--- config.mk ---
export PLATFORM = sky130hd
export DESIGN_NAME = cfl_frame_loader
export DESIGN_NICKNAME = d
export VERILOG_FILES = /design/src/rtl/cfl_pkg.sv /design/src/rtl/cfl_field_shift.sv /design/src/rtl/cfl_counters.sv /design/src/rtl/cfl_seq.sv /design/src/rtl/cfl_frame_loader.sv
export SDC_FILE = /design/constraint.sdc
export NUM_CORES = 1
export LEC_CHECK = 0
export ABC_AREA = 1
export BUFFER_PORTS_ARGS = -buffer_cell sky130_fd_sc_hd__buf_2
export CORE_UTILIZATION = 35
export CTS_CLUSTER_SIZE = 16
export DETAILED_ROUTE_END_ITERATION = 6
export PLACE_DENSITY = 0.57
export RECOVER_POWER = 25
export SKIP_CTS_REPAIR_TIMING = 1
export SYNTH_ARGS = -nofsm -noshare
export SYNTH_HDL_FRONTEND = slang
export SYNTH_SLANG_ARGS = --single-unit
--- constraint.sdc ---
create_clock -name clk -period 1.6 [get_ports clk]
set_input_delay 0.08 -clock clk [delete_from_list [all_inputs] [get_ports clk]]
set_output_delay 0.08 -clock clk [all_outputs]
set_load 0.02 [all_outputs]
--- src/rtl/cfl_pkg.sv ---
package cfl_pkg;
  localparam int STOP_BITS = 3;

  typedef enum logic [2:0] {
    ST_START = 3'd0,
    ST_DATA  = 3'd1,
    ST_STOP  = 3'd2,
    ST_POST  = 3'd3,
    ST_DONE  = 3'd4,
    ST_ERR   = 3'd5
  } ldr_state_e;
endpackage

--- src/rtl/cfl_field_shift.sv ---
module cfl_field_shift #(
  parameter int DATA_W    = 71,
  parameter bit LSB_FIRST = 1'b1
) (
  input  logic              clk,
  input  logic              rst_n,
  input  logic              clear,
  input  logic              shift_en,
  input  logic              shift_bit,
  output logic [DATA_W-1:0] word
);
  logic [DATA_W-1:0] word_q;
  logic [DATA_W-1:0] word_nx;

  generate
    if (LSB_FIRST) begin : g_lsb
      assign word_nx = {shift_bit, word_q[DATA_W-1:1]};
    end else begin : g_msb
      assign word_nx = {word_q[DATA_W-2:0], shift_bit};
    end
  endgenerate

  always_ff @(posedge clk or negedge rst_n) begin
    if (!rst_n)        word_q <= '0;
    else if (clear)    word_q <= '0;
    else if (shift_en) word_q <= word_nx;
  end

  assign word = word_q;
endmodule

--- src/rtl/cfl_counters.sv ---
module cfl_counters
  import cfl_pkg::*;
#(
  parameter int DATA_W     = 71,
  parameter int NUM_FRAMES = 197,
  parameter int POST_MIN   = 4,
  localparam int CNT_MAX   = (DATA_W > STOP_BITS) ? DATA_W : STOP_BITS,
  localparam int CNT_W     = (CNT_MAX > 1) ? $clog2(CNT_MAX) : 1,
  localparam int IDX_W     = (NUM_FRAMES > 1) ? $clog2(NUM_FRAMES) : 1,
  localparam int PCNT_W    = $clog2(POST_MIN + 1)
) (
  input  logic             clk,
  input  logic             rst_n,
  input  logic             clear,
  input  ldr_state_e       state,
  input  logic             take,
  input  logic             take_bit,
  input  logic             frame_done,
  output logic             data_last,
  output logic             stop_last,
  output logic             frame_last,
  output logic             post_last,
  output logic [IDX_W-1:0] frame_idx
);
  logic [CNT_W-1:0]  bit_cnt_q;
  logic [IDX_W-1:0]  frame_cnt_q;
  logic [PCNT_W-1:0] post_cnt_q;

  assign data_last  = (bit_cnt_q == CNT_W'(DATA_W - 1));
  assign stop_last  = (bit_cnt_q == CNT_W'(STOP_BITS - 1));
  assign frame_last = (frame_cnt_q == IDX_W'(NUM_FRAMES - 1));
  assign post_last  = (post_cnt_q == PCNT_W'(POST_MIN - 1));
  assign frame_idx  = frame_cnt_q;

  // Position inside the payload or the stop field
  always_ff @(posedge clk or negedge rst_n) begin
    if (!rst_n) begin
      bit_cnt_q <= '0;
    end else if (clear) begin
      bit_cnt_q <= '0;
    end else if (take) begin
      unique case (state)
        ST_DATA: bit_cnt_q <= data_last ? '0 : bit_cnt_q + 1'b1;
        ST_STOP: bit_cnt_q <= stop_last ? '0 : bit_cnt_q + 1'b1;
        default: bit_cnt_q <= '0;
      endcase
    end
  end

  // Number of the frame being assembled
  always_ff @(posedge clk or negedge rst_n) begin
    if (!rst_n)                        frame_cnt_q <= '0;
    else if (clear)                    frame_cnt_q <= '0;
    else if (frame_done && !frame_last) frame_cnt_q <= frame_cnt_q + 1'b1;
  end

  // Ones received in the closing run
  always_ff @(posedge clk or negedge rst_n) begin
    if (!rst_n) begin
      post_cnt_q <= '0;
    end else if (clear) begin
      post_cnt_q <= '0;
    end else if (take && state == ST_POST) begin
      if (take_bit && !post_last) post_cnt_q <= post_cnt_q + 1'b1;
    end
  end
endmodule

--- src/rtl/cfl_seq.sv ---
module cfl_seq
  import cfl_pkg::*;
(
  input  logic       clk,
  input  logic       rst_n,
  input  logic       clear,
  input  logic       take,
  input  logic       take_bit,
  input  logic       data_last,
  input  logic       stop_last,
  input  logic       frame_last,
  input  logic       post_last,
  output ldr_state_e state,
  output logic       shift_en,
  output logic       frame_done
);
  ldr_state_e st_q, st_nx;

  always_comb begin
    st_nx = st_q;
    if (take) begin
      unique case (st_q)
        ST_START: st_nx = take_bit ? ST_ERR : ST_DATA;
        ST_DATA:  if (data_last) st_nx = ST_STOP;
        ST_STOP: begin
          if (!take_bit)      st_nx = ST_ERR;
          else if (stop_last) st_nx = frame_last ? ST_POST : ST_START;
        end
        ST_POST: begin
          if (!take_bit)      st_nx = ST_ERR;
          else if (post_last) st_nx = ST_DONE;
        end
        ST_DONE:  st_nx = ST_DONE;
        ST_ERR:   st_nx = ST_ERR;
        default:  st_nx = ST_ERR;
      endcase
    end
  end

  always_ff @(posedge clk or negedge rst_n) begin
    if (!rst_n)     st_q <= ST_START;
    else if (clear) st_q <= ST_START;
    else            st_q <= st_nx;
  end

  assign state      = st_q;
  assign shift_en   = take && (st_q == ST_DATA);
  assign frame_done = take && (st_q == ST_STOP) && take_bit && stop_last;
endmodule

--- src/rtl/cfl_frame_loader.sv ---
module cfl_frame_loader
  import cfl_pkg::*;
#(
  parameter int DATA_W     = 71,
  parameter int NUM_FRAMES = 197,
  parameter int POST_MIN   = 4,
  parameter bit LSB_FIRST  = 1'b1,
  localparam int IDX_W     = (NUM_FRAMES > 1) ? $clog2(NUM_FRAMES) : 1
) (
  input  logic              clk,
  input  logic              rst_n,
  input  logic              clear,
  input  logic              bit_valid,
  output logic              bit_ready,
  input  logic              bit_data,
  output logic              frame_valid,
  input  logic              frame_ready,
  output logic [DATA_W-1:0] frame_word,
  output logic [IDX_W-1:0]  frame_idx,
  output logic              mem_full,
  output logic              frame_err,
  output logic              post_done
);
  ldr_state_e        state;
  logic              take;
  logic              shift_en;
  logic              frame_done;
  logic              data_last;
  logic              stop_last;
  logic              frame_last;
  logic              post_last;
  logic [IDX_W-1:0]  cnt_idx;
  logic [DATA_W-1:0] asm_word;

  logic              out_valid_q;
  logic [DATA_W-1:0] out_word_q;
  logic [IDX_W-1:0]  out_idx_q;
  logic              full_q;

  assign bit_ready = !out_valid_q;
  assign take      = bit_valid && bit_ready;

  cfl_seq u_seq (
    .clk        (clk),
    .rst_n      (rst_n),
    .clear      (clear),
    .take       (take),
    .take_bit   (bit_data),
    .data_last  (data_last),
    .stop_last  (stop_last),
    .frame_last (frame_last),
    .post_last  (post_last),
    .state      (state),
    .shift_en   (shift_en),
    .frame_done (frame_done)
  );

  cfl_counters #(
    .DATA_W     (DATA_W),
    .NUM_FRAMES (NUM_FRAMES),
    .POST_MIN   (POST_MIN)
  ) u_cnt (
    .clk        (clk),
    .rst_n      (rst_n),
    .clear      (clear),
    .state      (state),
    .take       (take),
    .take_bit   (bit_data),
    .frame_done (frame_done),
    .data_last  (data_last),
    .stop_last  (stop_last),
    .frame_last (frame_last),
    .post_last  (post_last),
    .frame_idx  (cnt_idx)
  );

  cfl_field_shift #(
    .DATA_W    (DATA_W),
    .LSB_FIRST (LSB_FIRST)
  ) u_shift (
    .clk       (clk),
    .rst_n     (rst_n),
    .clear     (clear),
    .shift_en  (shift_en),
    .shift_bit (bit_data),
    .word      (asm_word)
  );

  // Single holding register towards the consumer
  always_ff @(posedge clk or negedge rst_n) begin
    if (!rst_n) begin
      out_valid_q <= 1'b0;
      out_word_q  <= '0;
      out_idx_q   <= '0;
      full_q      <= 1'b0;
    end else if (clear) begin
      out_valid_q <= 1'b0;
      out_word_q  <= '0;
      out_idx_q   <= '0;
      full_q      <= 1'b0;
    end else begin
      if (frame_done) begin
        out_valid_q <= 1'b1;
        out_word_q  <= asm_word;
        out_idx_q   <= cnt_idx;
      end else if (out_valid_q && frame_ready) begin
        out_valid_q <= 1'b0;
        if (out_idx_q == IDX_W'(NUM_FRAMES - 1)) full_q <= 1'b1;
      end
    end
  end

  assign frame_valid = out_valid_q;
  assign frame_word  = out_word_q;
  assign frame_idx   = out_idx_q;
  assign mem_full    = full_q;
  assign frame_err   = (state == ST_ERR);
  assign post_done   = (state == ST_DONE);
endmodule

==> flow_summary.toml <==
[finish]
area_growth_pct = 31.9
drive_above_1_share_pct = 31.8
final_cell_mix = "dfrtp_1 (173), inv_1 (132), o21ai_0 (126)"
final_common_cell = "dfrtp_1"
stdcell_area_mm2 = 0.00996
layout.nets = 971
seqCellArea_mm2 = 0.00433
fillCellCount = 2023
stdcell_count = 1248
multiInputGateArea_mm2 = 0.00276

[yosys]
syn_inst = 824
async_reset_ff_share_pct = 100
synth_edf_count = 0
synth_cell_types = 28
synthTopCellsByArea = "dfrtp_1 (57%), o21ai_0 (9.4%), nand2_1 (7.1%)"
ys.flop_type = "dfrtp_1"
yosys.area.top_type = "dfrtp_1"
ys_seq_elements = 173
ys_warn_count = 0
seq_area_frac_synth_pct = 57.3
synth_fp_nets = 836
synth_top_area_share_pct = 57.3
synth_area_mm2 = 0.00755
avgSynthCellArea_um2 = 9.16

[worst_setup_path]
cp.required_ns = 1.93
path_buf_inv = 5
cp-end-kind = "flop"
path_class = "flop to flop"
path_cells = "inv_2 -> ha_4 -> inv_2 -> nor2_4 -> nand3_4 -> nor2_4 -> buf_12 -> nor2_4 -> buf_6 -> clkbuf_16 -> nand2_2 -> o21ai_2"
critPathSlowestCell = "dfrtp_1"
cp_common_cell = "nor2_4"
cp-start-kind = "flop"
cp_max_fo = 7
cp_top_family = "buffers and inverters"
crit_arrival_ns = 2.02
max_stage_delay_ns = 0.40

[pwr]
totalPowerFinal_mw = 11.1
power_density_mw_per_mm2 = 1120
p_leak_nw = 5.09
peakVddDrop_v = 0.000748

[floorplanning]
die_h_um = 149
rows = 53
ioPinCount = 90
die-area_mm2 = 0.0222
initial_core_util_pct = 35.8
fp.coreArea_mm2 = 0.0211
die_w_um = 149

[clock_network]
clkSinkCount = 173
clk_latency_ns = 0.44
clk_path_buf_depth = 2
clk_pin_slew_ns = 0.08
numCtsBuffers = 17
tritoncts = "built"
htree_levels = 4
root_buffer = "clkbuf_16"

[timing]
hold_viol_final = 1
setup-tns-final_ns = -4.57
fmax_mhz = 594
min_period_ns = 1.68
maxSlewViolCount = 0
fin_ws_ns = -0.0847
rsz0062_at_grt = "yes"
setup_viol = 83
slew-limit-headroom_pct = 13.6
fin_crit_sh_pct = 105
whs_ns = -0.0149
fin_skew_ns = 0.0180
tightest_slew_ns = 1.30

[global_routing]
grt_pass1_wl_mm = 26.5
grt_pass1_vias = 5311
grt_overflow_total = 0
antenna_found_initial = 1
track_usage_pct = 15.2
grt_max_degree = 65

[route]
ant_nets = 0
vias = 5915
route.detailed.drc = 0
finalWirelength_mm = 19.5
wl_per_cell_um = 15.6
viasPerCell = 4.74
drt-pass1-iter-count = 4
drtIter0Drc = 376

[placement]
dpl_worst_slack_ns = -0.0624
dp.cells = 1181
hpwl_mm = 10.7
io_buffer_count = 89
dpl_cell_area_mm2 = 0.00852
globalplace.congestion = 0.804

[run_status]
failed_checks = "hold timing, setup timing"
status = "finished, violations left"

[worst_hold_path]
worstHoldPathType = "input port to flop"

[flow_run]
maxCapViolations = 0
power breakdown:
group	switching [mW]	internal (mW)
registers	0.207	4.74
logic	1.27	0.749
clock network	2.05	2.11
layout make-up:
class	instances	area share [%]
inverters	140	5.28
flip-flops and latches	173	43.5
repair buffers	158	14.1
multi-input cells	469	27.7
clock buffers	17	4.27
well taps	275	3.46
clock inverters	15	1.68
diodes	1	0.0251
worst reg2reg max path, cell delays in order, from the launching register on:
cell and delay [ns]:
dfrtp_1 0.40, inv_2 0.08, ha_4 0.13, inv_2 0.04, nor2_4 0.12, nand3_4 0.09
nor2_4 0.12, buf_12 0.13, nor2_4 0.05, buf_6 0.15, clkbuf_16 0.17, nand2_2 0.06
o21ai_2 0.05
worst paths after layout:
kind	start	cells after the start	to	slack, ns
hold / removal	clear	2	frame_valid	-0.01
setup / recovery	u_cnt.bit_cnt_q[0]	12	frame_word[5]	-0.08
hold reg to reg	frame_word[52]	2	frame_word[52]	0.48
max in group asynchronous	rst_n	3	frame_idx[6]	0.22
min in group asynchronous	rst_n	2	frame_word[25]	0.47
setup reg to reg	u_cnt.bit_cnt_q[0]	12	frame_word[5]	-0.08
metal layers:
metal	global-route usage (%)	vias to the layer above	wire length, um
met3	3.70	17	823
li1	-	2911	-
met5	0	-	0
met1	21.1	2879	9380
met4	4.85	0	207
met2	23.3	108	9090
synth_stat cells (5+ instances only):
| master | instances |
|---|---|
| a21oi_1 | 7 |
| o21ai_1 | 5 |
| o21ai_2 | 51 |
| buf_6 | 8 |
| xor2_1 | 6 |
| dfrtp_1 | 173 |
| nand2_1 | 142 |
| o21ai_0 | 142 |
| buf_4 | 5 |
| nand4_1 | 5 |
| inv_1 | 137 |
| nor2_1 | 23 |
| clkbuf_1 | 19 |
| ha_1 | 6 |
| buf_2 | 8 |
| nand3_1 | 65 |
sequential cells by signal (all words and copies together), names as in the netlist:
register,cells
u_cnt.frame_idx,8
u_cnt.post_cnt_q,3
mem_full,1
frame_idx,8
frame_word,71
frame_valid,1
u_shift.word,71
u_cnt.bit_cnt_q,7
u_seq.state,3
kinds of logic (layout without fill, tap and decap cells):
kind of cell	after synthesis	after routing	synth area share [%]
simple gates	247	249	14.2
compound gates	207	207	16.3
buf+inv	184	330	10.3
flops	173	173	57.3
xor+xnor	7	7	0.812
fa+ha+maj	6	6	0.994
other cells	0	1	0
metrics by stage:
step / hold slack (ns) / utilization, %
final: -0.0149 / 47.2
after global routing: 0.00831 / 47.2
after CTS: -0.515 / 43.2
after detailed placement: -0.0528 / 40.4
after global placement: -0.0500 / 40.4
after floorplan: -0.216 / -
Note: power is estimated with default switching activity, not from simulation.
